File: src/rtl/rif_pkg.sv
package rif_pkg;

  localparam int OFF_W  = 4;
  localparam int DATA_W = 16;
  localparam int BYTE_W = 8;

  typedef enum logic [3:0] {
    FLD_NONE,
    FLD_DEVADDR,
    FLD_EPIDX,
    FLD_BUFLEN,
    FLD_MAXPKT,
    FLD_DPORT,
    FLD_EPTYPE,
    FLD_CTRL,
    FLD_SHORT
  } field_e;

  typedef struct packed {
    logic [DATA_W-1:0] buflen;
    logic [DATA_W-1:0] maxpkt;
    logic [DATA_W-1:0] dport;
    logic [BYTE_W-1:0] eptype;
    logic [BYTE_W-1:0] ctrl;
    logic [BYTE_W-1:0] shortp;
  } ep_regs_t;

  function automatic field_e decode_field(input logic [OFF_W-1:0] off);
    case (off)
      4'h0:    return FLD_DEVADDR;
      4'h1:    return FLD_EPIDX;
      4'h2:    return FLD_BUFLEN;
      4'h4:    return FLD_MAXPKT;
      4'h6:    return FLD_DPORT;
      4'h8:    return FLD_EPTYPE;
      4'h9:    return FLD_CTRL;
      4'hA:    return FLD_SHORT;
      default: return FLD_NONE;
    endcase
  endfunction

  function automatic logic field_is_wide(input field_e f);
    return (f == FLD_BUFLEN) || (f == FLD_MAXPKT) || (f == FLD_DPORT);
  endfunction

  function automatic logic field_is_banked(input field_e f);
    return (f == FLD_BUFLEN) || (f == FLD_MAXPKT) || (f == FLD_DPORT) ||
           (f == FLD_EPTYPE) || (f == FLD_CTRL)   || (f == FLD_SHORT);
  endfunction

  function automatic logic [DATA_W-1:0] merge16(input logic [DATA_W-1:0] old,
                                                input logic [1:0]        be,
                                                input logic [DATA_W-1:0] d);
    return {be[1] ? d[15:8] : old[15:8], be[0] ? d[7:0] : old[7:0]};
  endfunction

endpackage

File: src/rtl/rif_byte_seq.sv
module rif_byte_seq #(
  parameter int OFF_W = 4
) (
  input  logic             clk,
  input  logic             rst_n,
  input  logic             access,
  input  logic [OFF_W-1:0] off,
  input  logic             multi,
  input  logic             wide,
  output logic             hi_sel
);

  logic [OFF_W-1:0] last_off;
  logic             last_vld;
  logic             ptr;

  // Upper byte only when a narrow access repeats the same 16-bit register.
  assign hi_sel = !wide && multi && last_vld && (last_off == off) && ptr;

  always_ff @(posedge clk or negedge rst_n) begin
    if (!rst_n) begin
      last_off <= '0;
      last_vld <= 1'b0;
      ptr      <= 1'b0;
    end else if (access) begin
      last_off <= off;
      last_vld <= 1'b1;
      ptr      <= (!wide && multi) ? !hi_sel : 1'b0;
    end
  end

  AST_NARROW_ALTERNATE: assert property (@(posedge clk) disable iff (!rst_n)
    (access && !wide && multi) |=>
      (!(access && !wide && off == $past(off)) || (hi_sel != $past(hi_sel))));

  AST_SWITCH_RESTART: assert property (@(posedge clk) disable iff (!rst_n)
    access |=> ((off == $past(off)) || !hi_sel));

  AST_WIDE_AFTER_LOW: assert property (@(posedge clk) disable iff (!rst_n)
    (access && wide) |=> !hi_sel);

endmodule

File: src/rtl/rif_addr_reg.sv
module rif_addr_reg #(
  parameter int AW = 7
) (
  input  logic          clk,
  input  logic          rst_n,
  input  logic          clr,
  input  logic          wr,
  input  logic [AW:0]   wbyte,
  input  logic          ack,
  output logic [AW:0]   pending,
  output logic          act_en,
  output logic [AW-1:0] act_addr
);

  always_ff @(posedge clk or negedge rst_n) begin
    if (!rst_n) begin
      pending  <= '0;
      act_en   <= 1'b0;
      act_addr <= '0;
    end else if (clr) begin
      pending  <= '0;
      act_en   <= 1'b0;
      act_addr <= '0;
    end else begin
      if (wr)  pending <= wbyte;
      if (ack) begin
        act_en   <= pending[AW];
        act_addr <= pending[AW-1:0];
      end
    end
  end

  AST_ACTIVE_HOLDS: assert property (@(posedge clk) disable iff (!rst_n)
    (!ack && !clr) |=> $stable({act_en, act_addr}));

  AST_ACK_COMMITS: assert property (@(posedge clk) disable iff (!rst_n)
    (ack && !clr) |=> ({act_en, act_addr} == $past(pending)));

  AST_RESET_CLEARS: assert property (@(posedge clk) disable iff (!rst_n)
    clr |=> (pending == '0 && !act_en && act_addr == '0));

endmodule

File: src/rtl/rif_ep_bank.sv
module rif_ep_bank
  import rif_pkg::*;
#(
  parameter int NUM_EP = 8,
  localparam int IDX_W = (NUM_EP > 1) ? $clog2(NUM_EP) : 1
) (
  input  logic              clk,
  input  logic              rst_n,
  input  logic              idx_wr,
  input  logic [BYTE_W-1:0] idx_wdata,
  input  field_e            fld,
  input  logic              wr,
  input  logic [1:0]        be,
  input  logic [DATA_W-1:0] wdata,
  output logic [IDX_W-1:0]  idx,
  output logic [DATA_W-1:0] rd_field
);

  ep_regs_t bank [NUM_EP];
  ep_regs_t cur;
  logic     idx_ok;
  logic     idx_legal_wr;

  assign idx_legal_wr = int'(idx_wdata) < NUM_EP;
  assign idx_ok       = int'(idx) < NUM_EP;

  always_ff @(posedge clk or negedge rst_n) begin
    if (!rst_n)                      idx <= '0;
    else if (idx_wr && idx_legal_wr) idx <= idx_wdata[IDX_W-1:0];
  end

  for (genvar g = 0; g < NUM_EP; g++) begin : g_ep
    always_ff @(posedge clk or negedge rst_n) begin
      if (!rst_n) begin
        bank[g] <= '0;
      end else if (wr && idx == IDX_W'(g)) begin
        case (fld)
          FLD_BUFLEN: bank[g].buflen <= merge16(bank[g].buflen, be, wdata);
          FLD_MAXPKT: bank[g].maxpkt <= merge16(bank[g].maxpkt, be, wdata);
          FLD_DPORT:  bank[g].dport  <= merge16(bank[g].dport, be, wdata);
          FLD_EPTYPE: if (be[0]) bank[g].eptype <= wdata[7:0];
          FLD_CTRL:   if (be[0]) bank[g].ctrl   <= wdata[7:0];
          FLD_SHORT:  if (be[0]) bank[g].shortp <= wdata[7:0];
          default: ;
        endcase
      end
    end
  end

  always_comb begin
    cur = idx_ok ? bank[idx] : '0;
    case (fld)
      FLD_BUFLEN: rd_field = cur.buflen;
      FLD_MAXPKT: rd_field = cur.maxpkt;
      FLD_DPORT:  rd_field = cur.dport;
      FLD_EPTYPE: rd_field = {8'h00, cur.eptype};
      FLD_CTRL:   rd_field = {8'h00, cur.ctrl};
      FLD_SHORT:  rd_field = {8'h00, cur.shortp};
      default:    rd_field = '0;
    endcase
  end

  AST_IDX_IN_RANGE: assert property (@(posedge clk) disable iff (!rst_n)
    int'(idx) < NUM_EP);

  AST_IDX_REJECT: assert property (@(posedge clk) disable iff (!rst_n)
    (idx_wr && !idx_legal_wr) |=> $stable(idx));

endmodule

File: src/rtl/usb_reg_front.sv
module usb_reg_front
  import rif_pkg::*;
#(
  parameter int NUM_EP = 8,
  localparam int IDX_W = (NUM_EP > 1) ? $clog2(NUM_EP) : 1
) (
  input  logic              clk,
  input  logic              rst_n,
  input  logic              bus_wide,
  input  logic              bus_reset,
  input  logic              soft_reset,
  input  logic              wr_en,
  input  logic              rd_en,
  input  logic [OFF_W-1:0]  reg_off,
  input  logic [DATA_W-1:0] wdata,
  output logic [DATA_W-1:0] rdata,
  output logic              rd_valid,
  input  logic              status_ack,
  output logic              dev_en,
  output logic [6:0]        dev_addr
);

  field_e            fld;
  logic              multi;
  logic              access;
  logic              rd_fire;
  logic              hi_sel;
  logic [1:0]        be;
  logic [DATA_W-1:0] wlane;
  logic [BYTE_W-1:0] pending;
  logic [IDX_W-1:0]  idx;
  logic [DATA_W-1:0] bank_rd;
  logic [DATA_W-1:0] full_rd;
  logic [DATA_W-1:0] rd_next;

  assign fld     = decode_field(reg_off);
  assign multi   = field_is_wide(fld);
  assign access  = wr_en | rd_en;
  assign rd_fire = rd_en & ~wr_en;

  rif_byte_seq #(.OFF_W(OFF_W)) u_seq (
    .clk    (clk),
    .rst_n  (rst_n),
    .access (access),
    .off    (reg_off),
    .multi  (multi),
    .wide   (bus_wide),
    .hi_sel (hi_sel)
  );

  always_comb begin
    if (bus_wide) begin
      be    = multi ? 2'b11 : 2'b01;
      wlane = wdata;
    end else begin
      be    = hi_sel ? 2'b10 : 2'b01;
      wlane = {wdata[7:0], wdata[7:0]};
    end
  end

  rif_addr_reg #(.AW(7)) u_addr (
    .clk      (clk),
    .rst_n    (rst_n),
    .clr      (bus_reset | soft_reset),
    .wr       (wr_en && fld == FLD_DEVADDR),
    .wbyte    (wlane[7:0]),
    .ack      (status_ack),
    .pending  (pending),
    .act_en   (dev_en),
    .act_addr (dev_addr)
  );

  rif_ep_bank #(.NUM_EP(NUM_EP)) u_bank (
    .clk       (clk),
    .rst_n     (rst_n),
    .idx_wr    (wr_en && fld == FLD_EPIDX),
    .idx_wdata (wlane[7:0]),
    .fld       (fld),
    .wr        (wr_en && field_is_banked(fld)),
    .be        (be),
    .wdata     (wlane),
    .idx       (idx),
    .rd_field  (bank_rd)
  );

  always_comb begin
    case (fld)
      FLD_DEVADDR: full_rd = {8'h00, pending};
      FLD_EPIDX:   full_rd = DATA_W'(idx);
      FLD_NONE:    full_rd = '0;
      default:     full_rd = bank_rd;
    endcase
    if (bus_wide) rd_next = full_rd;
    else          rd_next = {8'h00, hi_sel ? full_rd[15:8] : full_rd[7:0]};
  end

  always_ff @(posedge clk or negedge rst_n) begin
    if (!rst_n) begin
      rdata    <= '0;
      rd_valid <= 1'b0;
    end else begin
      rd_valid <= rd_fire;
      if (rd_fire) rdata <= rd_next;
    end
  end

  AST_RD_ANSWERED: assert property (@(posedge clk) disable iff (!rst_n)
    rd_fire |=> rd_valid);

  AST_WR_BLOCKS_RD: assert property (@(posedge clk) disable iff (!rst_n)
    wr_en |=> !rd_valid);

  AST_NARROW_UPPER_ZERO: assert property (@(posedge clk) disable iff (!rst_n)
    (rd_en && !wr_en && !bus_wide) |=> (rdata[15:8] == 8'h00));

  AST_SINGLE_UPPER_ZERO: assert property (@(posedge clk) disable iff (!rst_n)
    (rd_fire && !multi) |=> (rdata[15:8] == 8'h00));

endmodule

File: config.mk
export PLATFORM = sky130hd
export DESIGN_NAME = usb_reg_front
export DESIGN_NICKNAME = d
export VERILOG_FILES = /design/src/rtl/rif_pkg.sv /design/src/rtl/rif_byte_seq.sv /design/src/rtl/rif_addr_reg.sv /design/src/rtl/rif_ep_bank.sv /design/src/rtl/usb_reg_front.sv
export SDC_FILE = /design/constraint.sdc
export NUM_CORES = 1
export LEC_CHECK = 0
export ABC_AREA = 1
export BUFFER_PORTS_ARGS = -buffer_cell sky130_fd_sc_hd__buf_2
export CAP_MARGIN = 20
export CORE_MARGIN = 3
export CORE_UTILIZATION = 33
export DETAILED_ROUTE_END_ITERATION = 8
export HOLD_SLACK_MARGIN = 0.08
export PLACE_DENSITY_LB_ADDON = 0.08
export SLEW_MARGIN = 10
export SYNTH_ARGS = -nofsm -noshare
export SYNTH_HDL_FRONTEND = slang
export SYNTH_SLANG_ARGS = --single-unit
File: constraint.sdc
create_clock -name clk -period 2.2 [get_ports clk]
set_input_delay 0.44 -clock clk [delete_from_list [all_inputs] [get_ports clk]]
set_output_delay 0.44 -clock clk [all_outputs]
set_load 0.005 [all_outputs]
==> summary by stage <==
Status
The flow ran to the end, and the final reports show no timing, DRC or antenna violations.

Power and ir drop
After layout, the design draws a total of 28100 uW. Net switching is 27.17% of the power. IR analysis of the VDD net gives a maximum drop of 0.6214 mV.

The power density relative to cell area is 769.7 nW/um2. The net load switching power is 7632 uW. In this run the static leakage power is 0.01919 uW.

The sequential share of power is 41.9%. The combinational share of power is 12.0%. Cell internal power was estimated by the tool at 20460 uW. Per report_power, the clock group accounts for 46.1% of the total.

Logic synthesis
After synthesis, the share of flip-flops with an asynchronous set or reset is 100.0%. Dividing the synthesized area by the synthesized cell count gives 7.455 um2. The share of the Yosys chip area taken by registers is 52.56%.

The area of the mapped netlist is 29430 um2. In this run, distinct cell masters in the synthesized netlist total 37. When the netlist entered floorplanning its net count stood at 3978.

Synthesis produced 3947 cells. The area fraction of the dominant cell type after synthesis is 52.56%. The number of flops mapped to enable cells by yosys is 0. Sorting the synthesized cells by area gives the leading types as sky130_fd_sc_hd__dfrtp_1 (53%), sky130_fd_sc_hd__nand2_1 (21%), sky130_fd_sc_hd__nor2_1 (10%). The number of synthesis warnings is 0. Among all cell types in the netlist, the one instantiated most often is sky130_fd_sc_hd__nand2_1. The predominant post-synthesis flop cell is sky130_fd_sc_hd__dfrtp_1. After synthesis the netlist holds a flip-flop and latch count of 618. The synthesized design spends more area on one cell type than any other, namely sky130_fd_sc_hd__dfrtp_1. Ranked by instance count, the synthesized netlist is headed by sky130_fd_sc_hd__nand2_1 (1619), sky130_fd_sc_hd__nor2_1 (791), sky130_fd_sc_hd__dfrtp_1 (618).

Critical path
In this design, the stage delay of the slowest critical-path cell is 0.45 ns. The signal on the critical path passes through buf_12 -> nand2_8 -> buf_12 -> buf_4 -> nor2_1 -> nor2_1 -> nand2_1 -> nand2_1 -> nand3_1 -> and2_4 -> nand3_1 -> nand2_1 -> nand2_1. The startpoint identified for the worst register-to-register timing path is u_bank.idx[0].

By instance count, the cell type seen most on the critical path is sky130_fd_sc_hd__nand2_1. The worst setup path is launched from a flop. In this run the register-to-register setup slack is 0.08 ns. The data required time of the worst path is 2.77 ns.

On the critical path, the stage with the largest delay is an instance of sky130_fd_sc_hd__dfrtp_2. The worst reg2reg path depth is 13. The worst register-to-register path ends at rdata[2]. The critical path endpoint category is a flop. The class of the most critical setup path is flop to flop.

The worst setup path endpoint is rdata[2]. The most critical setup path has its startpoint at u_bank.idx[0]. Data arrives at the worst endpoint at 2.69 ns. In this run the worst path has a maximum fanout of 7.

Clock tree
The clock reaches the later pin of the worst-skew pair after 0.63 ns. Counting along the longest clock path gives a buffer depth of 3. TritonCTS built the clock tree. The cell at the root of the clock tree is sky130_fd_sc_hd__clkbuf_16. Clock-pin slew was measured on the worst setup and hold paths at 0.06 ns. The number of H-tree levels is 3.

Clock tree synthesis found a total of 618 sinks. Counting the buffers created by CTS gives 75.

Timing
The worst path setup slack after routing is 0.07728 ns. The post-route fraction of the period consumed by the critical path is 96.49%. The hold slack is 0.1718 ns.

The worst pin sits at a relative slew slack of 56.79%. The upper clock frequency limit is 471.1 MHz. The final setup violation count is 0.

The final setup skew is 0.02248 ns. The final count of pins violating max slew is 0. For the finished layout, the period the worst path requires is 2.123 ns. For the pin with the worst max-slew slack, the measured transition is 0.6475 ns. Setup repair after global routing could not meet its margin everywhere.

The hold violation count in the final report was 0.

Drt
The count of TritonRoute iterations in the first routing pass is 6. The average wire per standard cell is 19.54 um. The number of routed nets with antenna violations is 0. After detailed routing, the number of remaining DRC violations is 0. The average vias per placed instance is 4.727. The number of DRC violations after detailed-routing iteration 0 is 2033. The number of vias in the routed layout is 25.51k. The routed wire length is 105.4 mm.

GRT
The aggregate global routing overflow is 0. The number of global-route vias before repair came to 25.32k. The first-pass GRT wire length is 161.8 mm. Entering global routing, the biggest net connects 64 pins.

The number of antenna violations at the first check in global routing is 1. The total routing resource utilization after global routing is 22.63%.

Final layout
Cells with a size suffix above 1 make up 15.69% of the layout. The area added between synthesis and finish is 24.04%. The layout has 9042 filler cells.

The finished cells cover 36500 um2. At the end of the flow, the number of nets in the layout was 4211.

Flow run
The max capacitance violation total is 0.

Floorplanning
After floorplanning, the core was sized to cover 87560 um2. The horizontal die dimension is 304.6 um. Pin placement for this block handled 53 I/O pins. The effective utilization at floorplan is 33.60%. The total number of placement rows is 108. The die is 304.6 um tall. The die covers 92790 um2.

Placed design
Once placement finished, the instance area stood at 33420 um2. The setup slack at placement is -0.3828 ns. Routability-driven placement finished with a final weighted congestion of 0.8705. During placement, the flow inserted port buffers numbering 52.

The final HPWL from detailed placement is 71.89 mm.

Worst hold path
The min-delay analysis places its worst path in the category primary input to flop.
[sequential cells by signal, indices dropped and copies added, names as in the netlist]
signal	flops
u_bank.bank	576
rdata	16
u_addr.pending	8
u_addr.act_addr	7
u_seq.last_off	4
u_bank.idx	3
rd_valid	1
u_addr.act_en	1
u_seq.last_vld	1
u_seq.ptr	1
[worst max-delay path: cells and delay by family, from the launching register on]
family / cells / cell delay, ns
and+or+nand+nor: 10 / 1.13
buffers and inverters: 3 / 0.46
DFF: 1 / 0.45
[cell families after synthesis]
logic type / Yosys count / synth area share (%)
flops: 618 / 52.56
simple gates: 2598 / 35.97
compound gates: 408 / 7.118
fa+ha+maj: 3 / 0.1276
buf+inv: 320 / 4.231
[metal layers]
metal	routed length, um	up-vias	track usage (%)
li1	-	12750	-
met1	51510	12160	33.05
met2	47590	484	36.05
met3	4163	115	2.625
met4	2157	0	5.033
met5	0	-	0
[metrics by stage]
| stage | utilization, % | setup TNS [ns] | instances |
|---|---|---|---|
| finish | 41.68 | 0 | 5396 |
| global route | 41.68 | -0.01204 | 5394 |
| CTS | 41.16 | 0 | 5386 |
| detailed placement | 38.16 | -179.69 | 5249 |
| global placement | 38.16 | -170.93 | 5249 |
| floorplan | - | 0 | 3947 |
[repair_timing]
action	in CTS	in global routing
setup buffers	0	4
resized for setup	14	84
pin swaps	0	14
hold endpoints to repair	22	0
endpoints found under the setup margin	21	119
cloned	0	4
hold buffers	1	0
[layout make-up]
type	count	area, um2	share of cell area [%]
Multi-Input combinational cell	3009	13110	35.92
Clock inverter	29	341.6	0.9358
Tap cell	1155	1445	3.959
Timing Repair Buffer	348	3372	9.238
Antenna cell	2	5.005	0.01371
Clock buffer	107	2231	6.112
Inverter	128	524.3	1.436
Sequential cell	618	15470	42.38
[how the worst min path moves through the flow]
stage               startpoint            endpoint  slack, ns  depth (start not counted)
floorplan                rst_n            rd_valid       0.14                          0
global placement         rst_n    u_bank.bank[105]       0.45                          1
detailed placement       rst_n    u_bank.bank[105]       0.44                          1
CTS                 status_ack  u_addr.act_addr[4]       0.13                          2
global route        reg_off[2]   u_seq.last_off[2]       0.18                          3
finish                   rd_en      u_seq.last_vld       0.17                          3
[placed cells by master (no fill, tap or decap), types with 10 or more instances in the layout]
cell,instances
sky130_fd_sc_hd__a21oi_1,14
sky130_fd_sc_hd__buf_12,58
sky130_fd_sc_hd__buf_2,51
sky130_fd_sc_hd__buf_4,222
sky130_fd_sc_hd__clkbuf_1,12
sky130_fd_sc_hd__clkbuf_16,82
sky130_fd_sc_hd__clkbuf_8,17
sky130_fd_sc_hd__clkinv_2,15
sky130_fd_sc_hd__dfrtp_1,615
sky130_fd_sc_hd__inv_1,99
sky130_fd_sc_hd__inv_2,11
sky130_fd_sc_hd__inv_4,11
sky130_fd_sc_hd__nand2_1,1575
sky130_fd_sc_hd__nand2_2,41
sky130_fd_sc_hd__nand3_1,61
sky130_fd_sc_hd__nand3_2,23
sky130_fd_sc_hd__nand4_1,32
sky130_fd_sc_hd__nand4_4,10
sky130_fd_sc_hd__nor2_1,767
sky130_fd_sc_hd__nor2_2,23
sky130_fd_sc_hd__nor2_4,42
sky130_fd_sc_hd__o21ai_0,360
sky130_fd_sc_hd__o22ai_1,12
[power by group through the flow]
stage / clock, uW / combinational (uW) / sequential (uW)
final: 12900 / 3380 / 11800
after global placement: 0 / 3300 / 12000
after global routing: 13800 / 3780 / 11800
after floorplan: 0 / 1680 / 11900
after CTS: 13300 / 3320 / 11800
after detailed placement: 0 / 3300 / 12000
Note: power is estimated with default switching activity, not from simulation.
